--- config.mk ---
export PLATFORM = sky130hd
export DESIGN_NAME = wq_producer
export DESIGN_NICKNAME = d
export VERILOG_FILES = /design/src/rtl/wqp_pkg.sv /design/src/rtl/wqp_wrap_idx.sv /design/src/rtl/wqp_occupancy.sv /design/src/rtl/wqp_doorbell.sv /design/src/rtl/wq_producer.sv
export SDC_FILE = /design/constraint.sdc
export NUM_CORES = 1
export LEC_CHECK = 0
export BUFFER_PORTS_ARGS = -buffer_cell sky130_fd_sc_hd__clkbuf_2
export CORE_ASPECT_RATIO = 0.75
export CORE_MARGIN = 8
export CORE_UTILIZATION = 55
export DETAILED_ROUTE_END_ITERATION = 10
export MAX_ROUTING_LAYER = met4
export PLACE_DENSITY = 0.9
export SETUP_SLACK_MARGIN = 0.2
export SYNTH_ARGS = -nofsm -noshare
export SYNTH_HDL_FRONTEND = slang
export SYNTH_SLANG_ARGS = --single-unit
--- constraint.sdc ---
create_clock -name clk -period 3.9 [get_ports clk]
set_input_delay 0.195 -clock clk [delete_from_list [all_inputs] [get_ports clk]]
set_output_delay 0.195 -clock clk [all_outputs]
set_load 0.03 [all_outputs]
--- src/rtl/wqp_pkg.sv ---
package wqp_pkg;
  localparam int DB_QID_W       = 17;
  localparam int DB_INC_W       = 14;
  localparam int SLOT_BYTES     = 64;
  localparam int LEN_UNIT_BYTES = 16;

  // number of whole slots a descriptor of len16 units occupies
  function automatic int unsigned slots_for_len(input int unsigned len16);
    return (len16 * LEN_UNIT_BYTES + SLOT_BYTES - 1) / SLOT_BYTES;
  endfunction

  // saturating add of two doorbell increments
  function automatic logic [DB_INC_W-1:0] sat_inc(input logic [DB_INC_W-1:0] a,
                                                  input logic [DB_INC_W-1:0] b);
    logic [DB_INC_W:0] s;
    s = {1'b0, a} + {1'b0, b};
    return s[DB_INC_W] ? {DB_INC_W{1'b1}} : s[DB_INC_W-1:0];
  endfunction

  // doorbell layout: queue id high, priority, increment low
  function automatic logic [31:0] pack_db(input logic [DB_QID_W-1:0] q,
                                          input logic p,
                                          input logic [DB_INC_W-1:0] inc);
    return {q, p, inc};
  endfunction
endpackage

--- src/rtl/wqp_wrap_idx.sv ---
module wqp_wrap_idx #(
  parameter int MOD = 16,
  parameter int W   = $clog2(MOD)
) (
  input  logic         clk,
  input  logic         rst_n,
  input  logic         adv,
  input  logic [W-1:0] step,
  output logic [W-1:0] idx
);
  localparam logic [W:0] MOD_V = (W+1)'(MOD);

  logic [W-1:0] idx_q;
  logic [W:0]   sum;
  logic [W:0]   wrapped;

  always_comb begin
    sum     = {1'b0, idx_q} + {1'b0, step};
    wrapped = (sum >= MOD_V) ? (sum - MOD_V) : sum;
  end

  always_ff @(posedge clk or negedge rst_n) begin
    if (!rst_n)   idx_q <= '0;
    else if (adv) idx_q <= wrapped[W-1:0];
  end

  assign idx = idx_q;
endmodule

--- src/rtl/wqp_occupancy.sv ---
module wqp_occupancy #(
  parameter int DEPTH = 16,
  parameter int CW    = $clog2(DEPTH)
) (
  input  logic          clk,
  input  logic          rst_n,
  input  logic          prod_req,
  input  logic          cons_req,
  output logic          prod_fire,
  output logic          cons_fire,
  output logic [CW-1:0] in_use,
  output logic [CW-1:0] avail,
  output logic          full,
  output logic          empty,
  output logic          q_err
);
  localparam logic [CW-1:0] LAST = CW'(DEPTH - 1);

  logic [CW-1:0] cnt_q;
  logic          err_q;
  logic          refuse;

  assign full      = (cnt_q == LAST);
  assign empty     = (cnt_q == '0);
  assign prod_fire = prod_req && !full;
  assign cons_fire = cons_req && !empty;
  assign refuse    = (prod_req && full) || (cons_req && empty);

  always_ff @(posedge clk or negedge rst_n) begin
    if (!rst_n) begin
      cnt_q <= '0;
      err_q <= 1'b0;
    end else begin
      err_q <= refuse;
      if (prod_fire && !cons_fire)      cnt_q <= cnt_q + 1'b1;
      else if (cons_fire && !prod_fire) cnt_q <= cnt_q - 1'b1;
    end
  end

  assign in_use = cnt_q;
  assign avail  = LAST - cnt_q;
  assign q_err  = err_q;
endmodule

--- src/rtl/wqp_doorbell.sv ---
module wqp_doorbell
  import wqp_pkg::*;
(
  input  logic                clk,
  input  logic                rst_n,
  input  logic [DB_QID_W-1:0] qid,
  input  logic                ring_req,
  input  logic                ring_prio,
  input  logic [DB_INC_W-1:0] ring_inc,
  input  logic                err_set,
  input  logic                err_clr,
  input  logic                dboff_set,
  input  logic                dboff_clr,
  output logic                err_flag,
  output logic                dboff_flag,
  output logic                db_fire,
  output logic                db_valid,
  output logic [31:0]         db_word
);
  logic                err_q, off_q;
  logic [DB_INC_W-1:0] pend_q;
  logic                pend_prio_q;
  logic [DB_INC_W-1:0] total;
  logic                tprio;
  logic                release_now;
  logic                v_q;
  logic [31:0]         w_q;

  always_comb begin
    total       = sat_inc(pend_q, ring_req ? ring_inc : '0);
    tprio       = pend_prio_q | (ring_req & ring_prio);
    release_now = off_q && dboff_clr && !dboff_set;
    if (!off_q) db_fire = ring_req;
    else        db_fire = release_now && (total != '0);
  end

  always_ff @(posedge clk or negedge rst_n) begin
    if (!rst_n) begin
      err_q       <= 1'b0;
      off_q       <= 1'b0;
      pend_q      <= '0;
      pend_prio_q <= 1'b0;
      v_q         <= 1'b0;
      w_q         <= '0;
    end else begin
      if (err_set)        err_q <= 1'b1;
      else if (err_clr)   err_q <= 1'b0;
      if (dboff_set)      off_q <= 1'b1;
      else if (dboff_clr) off_q <= 1'b0;
      if (!off_q || release_now) begin
        pend_q      <= '0;
        pend_prio_q <= 1'b0;
      end else begin
        pend_q      <= total;
        pend_prio_q <= tprio;
      end
      v_q <= db_fire;
      if (db_fire) w_q <= pack_db(qid, tprio, total);
    end
  end

  assign err_flag   = err_q;
  assign dboff_flag = off_q;
  assign db_valid   = v_q;
  assign db_word    = w_q;
endmodule

--- src/rtl/wq_producer.sv ---
module wq_producer
  import wqp_pkg::*;
#(
  parameter int DEPTH = 64,
  parameter int SLOTS = 5,
  parameter int LEN_W = 8,
  localparam int IW   = $clog2(DEPTH),
  localparam int SMOD = DEPTH * SLOTS,
  localparam int SW   = $clog2(SMOD)
) (
  input  logic                clk,
  input  logic                rst_n,
  input  logic [DB_QID_W-1:0] qid,
  input  logic                prod_req,
  input  logic [LEN_W-1:0]    prod_len16,
  input  logic                cons_req,
  input  logic                ring_req,
  input  logic                ring_prio,
  input  logic [DB_INC_W-1:0] ring_inc,
  input  logic                err_set,
  input  logic                err_clr,
  input  logic                dboff_set,
  input  logic                dboff_clr,
  output logic [IW-1:0]       pidx,
  output logic [SW-1:0]       slot_pidx,
  output logic [IW-1:0]       cidx,
  output logic [IW-1:0]       in_use,
  output logic [IW-1:0]       avail,
  output logic                full,
  output logic                empty,
  output logic                q_err,
  output logic                err_flag,
  output logic                dboff_flag,
  output logic                db_valid,
  output logic [31:0]         db_word
);
  // internal events brought out for the checker
  logic          prod_fire;
  logic          cons_fire;
  logic          db_fire;
  logic [SW-1:0] slot_step;

  assign slot_step = SW'(slots_for_len(32'(prod_len16)));

  wqp_occupancy #(.DEPTH(DEPTH), .CW(IW)) u_occ (
    .clk(clk), .rst_n(rst_n), .prod_req(prod_req), .cons_req(cons_req),
    .prod_fire(prod_fire), .cons_fire(cons_fire), .in_use(in_use),
    .avail(avail), .full(full), .empty(empty), .q_err(q_err)
  );

  wqp_wrap_idx #(.MOD(DEPTH), .W(IW)) u_pidx (
    .clk(clk), .rst_n(rst_n), .adv(prod_fire), .step(IW'(1)), .idx(pidx)
  );

  wqp_wrap_idx #(.MOD(SMOD), .W(SW)) u_spidx (
    .clk(clk), .rst_n(rst_n), .adv(prod_fire), .step(slot_step), .idx(slot_pidx)
  );

  wqp_wrap_idx #(.MOD(DEPTH), .W(IW)) u_cidx (
    .clk(clk), .rst_n(rst_n), .adv(cons_fire), .step(IW'(1)), .idx(cidx)
  );

  wqp_doorbell u_db (
    .clk(clk), .rst_n(rst_n), .qid(qid), .ring_req(ring_req),
    .ring_prio(ring_prio), .ring_inc(ring_inc), .err_set(err_set),
    .err_clr(err_clr), .dboff_set(dboff_set), .dboff_clr(dboff_clr),
    .err_flag(err_flag), .dboff_flag(dboff_flag), .db_fire(db_fire),
    .db_valid(db_valid), .db_word(db_word)
  );
endmodule

==> impl_metrics.yaml <==
outcome:
  outcome: "complete, no violations"
sta:
  hold_viol_final: 0
  setup_violations: 0
  rsz0062_at_grt: "true"
  post-route-min-period_ns: 3.622
  relSlewSlack_pct: 22.74
  skew_ns: 0.006974
  worst_slew_pin_slew_ns: 1.151
  slew_violations: 0
  timing.final.crit_share_pct: 92.87
  clock.fmax_mhz: 276.1
setup_path:
  crit_type: "reg -> reg"
  crit_arrival_ns: 3.80
  reg2reg_depth: 11
  cp_max_fo: 10
  cp-end-kind: "register"
  start_kind: "register"
  reg2reg_to: "u_db.db_word[22]"
  critPathRequiredTime_ns: 4.08
  r2r_slack_ns: 0.28
  r2r_start: "u_db.pend_q[0]"
synthesis:
  syn_avg_cell_area_um2: 8.555
  yosysUniqueCellTypes: 60
  ys_ff_latch: 78
  synth_nets: 698
  syn_area_mm2: 0.005270
  synth-main-ff-cell: "dfrtp_1"
  yosysWarnings: 0
  synth_edf_count: 0
  syn_inst: 616
  async_flop_share_pct: 100.0
  synth.yosys.seq_area_share_pct: 37.04
routing:
  drc: 0
  drt_first_pass_iters: 6
  via_per_inst: 6.071
  drt_iter0_markers: 403
  ant_nets: 0
  wl_per_cell_um: 17.58
  wl_mm: 15.06
  num_vias: 5203
grt:
  grt_overflow: 0
  grt_pass1_wl_mm: 25.03
  antenna_found_initial: 0
  grt_pass1_vias: 5466
  gr-usage-met1_pct: 28.79
  use_met2_pct: 38.92
  grt_use_met3_pct: 5.074
  grt_max_degree: 79
  grt_util_all_layers_pct: 24.20
  busiest_layer: "met2"
cts:
  cts_buffers: 9
  cts_buffer_depth: 2
  path_clk_slew_ns: 0.06
  clk_latency_ns: 0.34
  htreeDepth: 3
  cts_tree: "done"
  cts.sinks: 78
  root_buffer: "clkbuf_16"
  cts-hold-fix-buffers: 0
power:
  swShare_pct: 47.50
  power_frac_clock_pct: 19.1
  p_switching_w: 0.002401
  pwr-share-comb_pct: 53.2
  p_per_area_mw_per_mm2: 795.4
  peakVddDrop_mv: 0.6092
  seqPwrFrac_pct: 27.7
  cell_internal_pwr_w: 0.002654
  p_leak_nw: 3.077
cells_and_area:
  n_fill_cell: 756
  antenna_cells: 0
  fin_util_pct: 66.87
  fin_area_mm2: 0.006355
  finish.net_count: 802
  syn2layout_area_growth_pct: 20.58
  final_layout_size_suffix_gt1_share_pct: 22.21
die:
  initial_core_util_pct: 55.46
  die_x_um: 129.0
  core_area_mm2: 0.009503
  rows: 31
  die_h_um: 100.8
  die_area_mm2: 0.01300
  io_pins: 120
place:
  hpwl_mm: 10.97
  io_buffers: 119
  dpl-instance-area_mm2: 0.005993
  gp_congestion: 0.8894
run:
  drv_cap: 0
min_path:
  hold_class: "in -> async"
==> layout make-up <==
class | count | area (µm²) | share of cell area [%]
multi-input combinational | 476 | 3122 | 49.12
sequential | 78 | 1952 | 30.71
timing repair buffer | 131 | 688.2 | 10.83
clock buffer | 9 | 225.2 | 3.544
tap | 132 | 165.2 | 2.599
clock inverter | 7 | 112.6 | 1.772
inverter | 24 | 90.09 | 1.418
==> timing repair <==
action                                  4_1_cts  5_1_grt
endpoints found under the setup margin       14       23
pin swaps                                     0        1
gates resized for setup                       2       10
buffers inserted                              0        1
gates cloned                                  0        0
==> worst max-delay path, cell delays in order, from the launching register on <==
cell,delay [ns]
dfrtp_1,0.37
ha_1,0.23
fa_1,0.41
xor2_1,0.16
or4_1,0.47
a21oi_1,0.13
nand3_1,0.09
or4_1,0.45
or4b_4,0.58
buf_4,0.21
o211ai_1,0.17
o311ai_0,0.19
==> Yosys cell counts (all sizes together), types with 7 or more instances <==
cell type	instances	area share (%)
nand2	97	6.9
dfrtp	78	37
nor2	53	3.8
o21ai	35	3.3
clkbuf	34	2.4
ha	30	7.1
xnor2	25	4.2
inv	23	1.6
o311ai	23	3.8
a21oi	22	2.1
a31oi	21	2.5
o211ai	19	2.7
nand3	16	1.5
and2	15	1.8
xor2	12	2.0
a21o	11	1.6
nor3	8	0.76
or4	7	1.0
==> stage by stage <==
step	setup TNS [ns]	power, W	std cells	setup WS [ns]	hold slack [ns]
after floorplan	0	0.003259	616	0.4509	-0.1006
after global placement	0	0.003930	840	0.1107	0.3756
after detailed placement	-0.03918	0.004053	840	-0.02388	0.3875
after CTS	0	0.005038	856	0.2573	0.02404
after global routing	0	0.005383	857	0.1323	0.03587
final	0	0.005054	857	0.2782	0.005599
==> flip-flops by register name, summed over array words and instances (netlist names), 6 cells and up <==
name and cells:
u_occ.in_use 6, u_spidx.idx 9, u_db.db_word 32, u_db.pend_q 14, u_cidx.idx 6, u_pidx.idx 6
==> cell usage in the layout, fill, tap and decap left out, types with 3 or more instances in the layout <==
cell / instances
a211o_1: 3
a21o_1: 11
a21oi_1: 21
a31oi_1: 21
and2_1: 15
buf_4: 13
bufinv_16: 3
clkbuf_16: 9
clkbuf_2: 118
clkinv_2: 3
dfrtp_1: 78
fa_1: 3
ha_1: 30
inv_1: 23
mux2_2: 3
nand2_1: 96
nand3_1: 16
nand4_1: 5
nor2_1: 53
nor2b_1: 4
nor3_1: 8
nor3b_1: 3
o211a_1: 4
o211ai_1: 19
o21a_1: 6
o21ai_0: 33
o21bai_1: 4
o22a_1: 5
o22ai_1: 5
o311ai_0: 13
o311ai_1: 9
o31ai_1: 3
or3_1: 5
or4_1: 7
xnor2_1: 25
xor2_1: 12
==> routing by layer <==
layer	part of all wire [%]	wire, µm
met1	42	6328
met2	48	7237
met3	7.3	1105
met4	2.6	391
met5	0	0
==> power groups by stage <==
stage | logic, W | registers (W) | clock network (W)
final | 0.00269 | 0.00140 | 0.000967
after floorplan | 0.00143 | 0.00183 | 0
after global placement | 0.00255 | 0.00138 | 0
after detailed placement | 0.00265 | 0.00140 | 0
after global routing | 0.00293 | 0.00144 | 0.00102
after CTS | 0.00267 | 0.00139 | 0.000980
==> logic make-up after synthesis <==
logic type / after synthesis / synth area share [%]
and+or+nand+nor: 226 / 19.66
AOI/OAI and AO/OA: 176 / 23.60
DFF: 78 / 37.04
buffers and inverters: 62 / 4.463
xor gates and xnor gates: 37 / 6.149
adders and majority gates: 33 / 8.262
muxes: 4 / 0.8309
==> worst max path at each step <==
stage / from / endpoint / slack [ns]
after floorplan: ring_req / u_db.db_word[12] / 0.45
after global placement: ring_req / u_db.db_word[26] / 0.11
after detailed placement: ring_req / u_db.db_word[30] / -0.02
after CTS: u_db.pend_q[0] / u_db.db_word[17] / 0.26
after global routing: u_db.pend_q[0] / u_db.db_word[30] / 0.13
final: u_db.pend_q[0] / u_db.db_word[22] / 0.28
(Power assumes the default switching activity.)
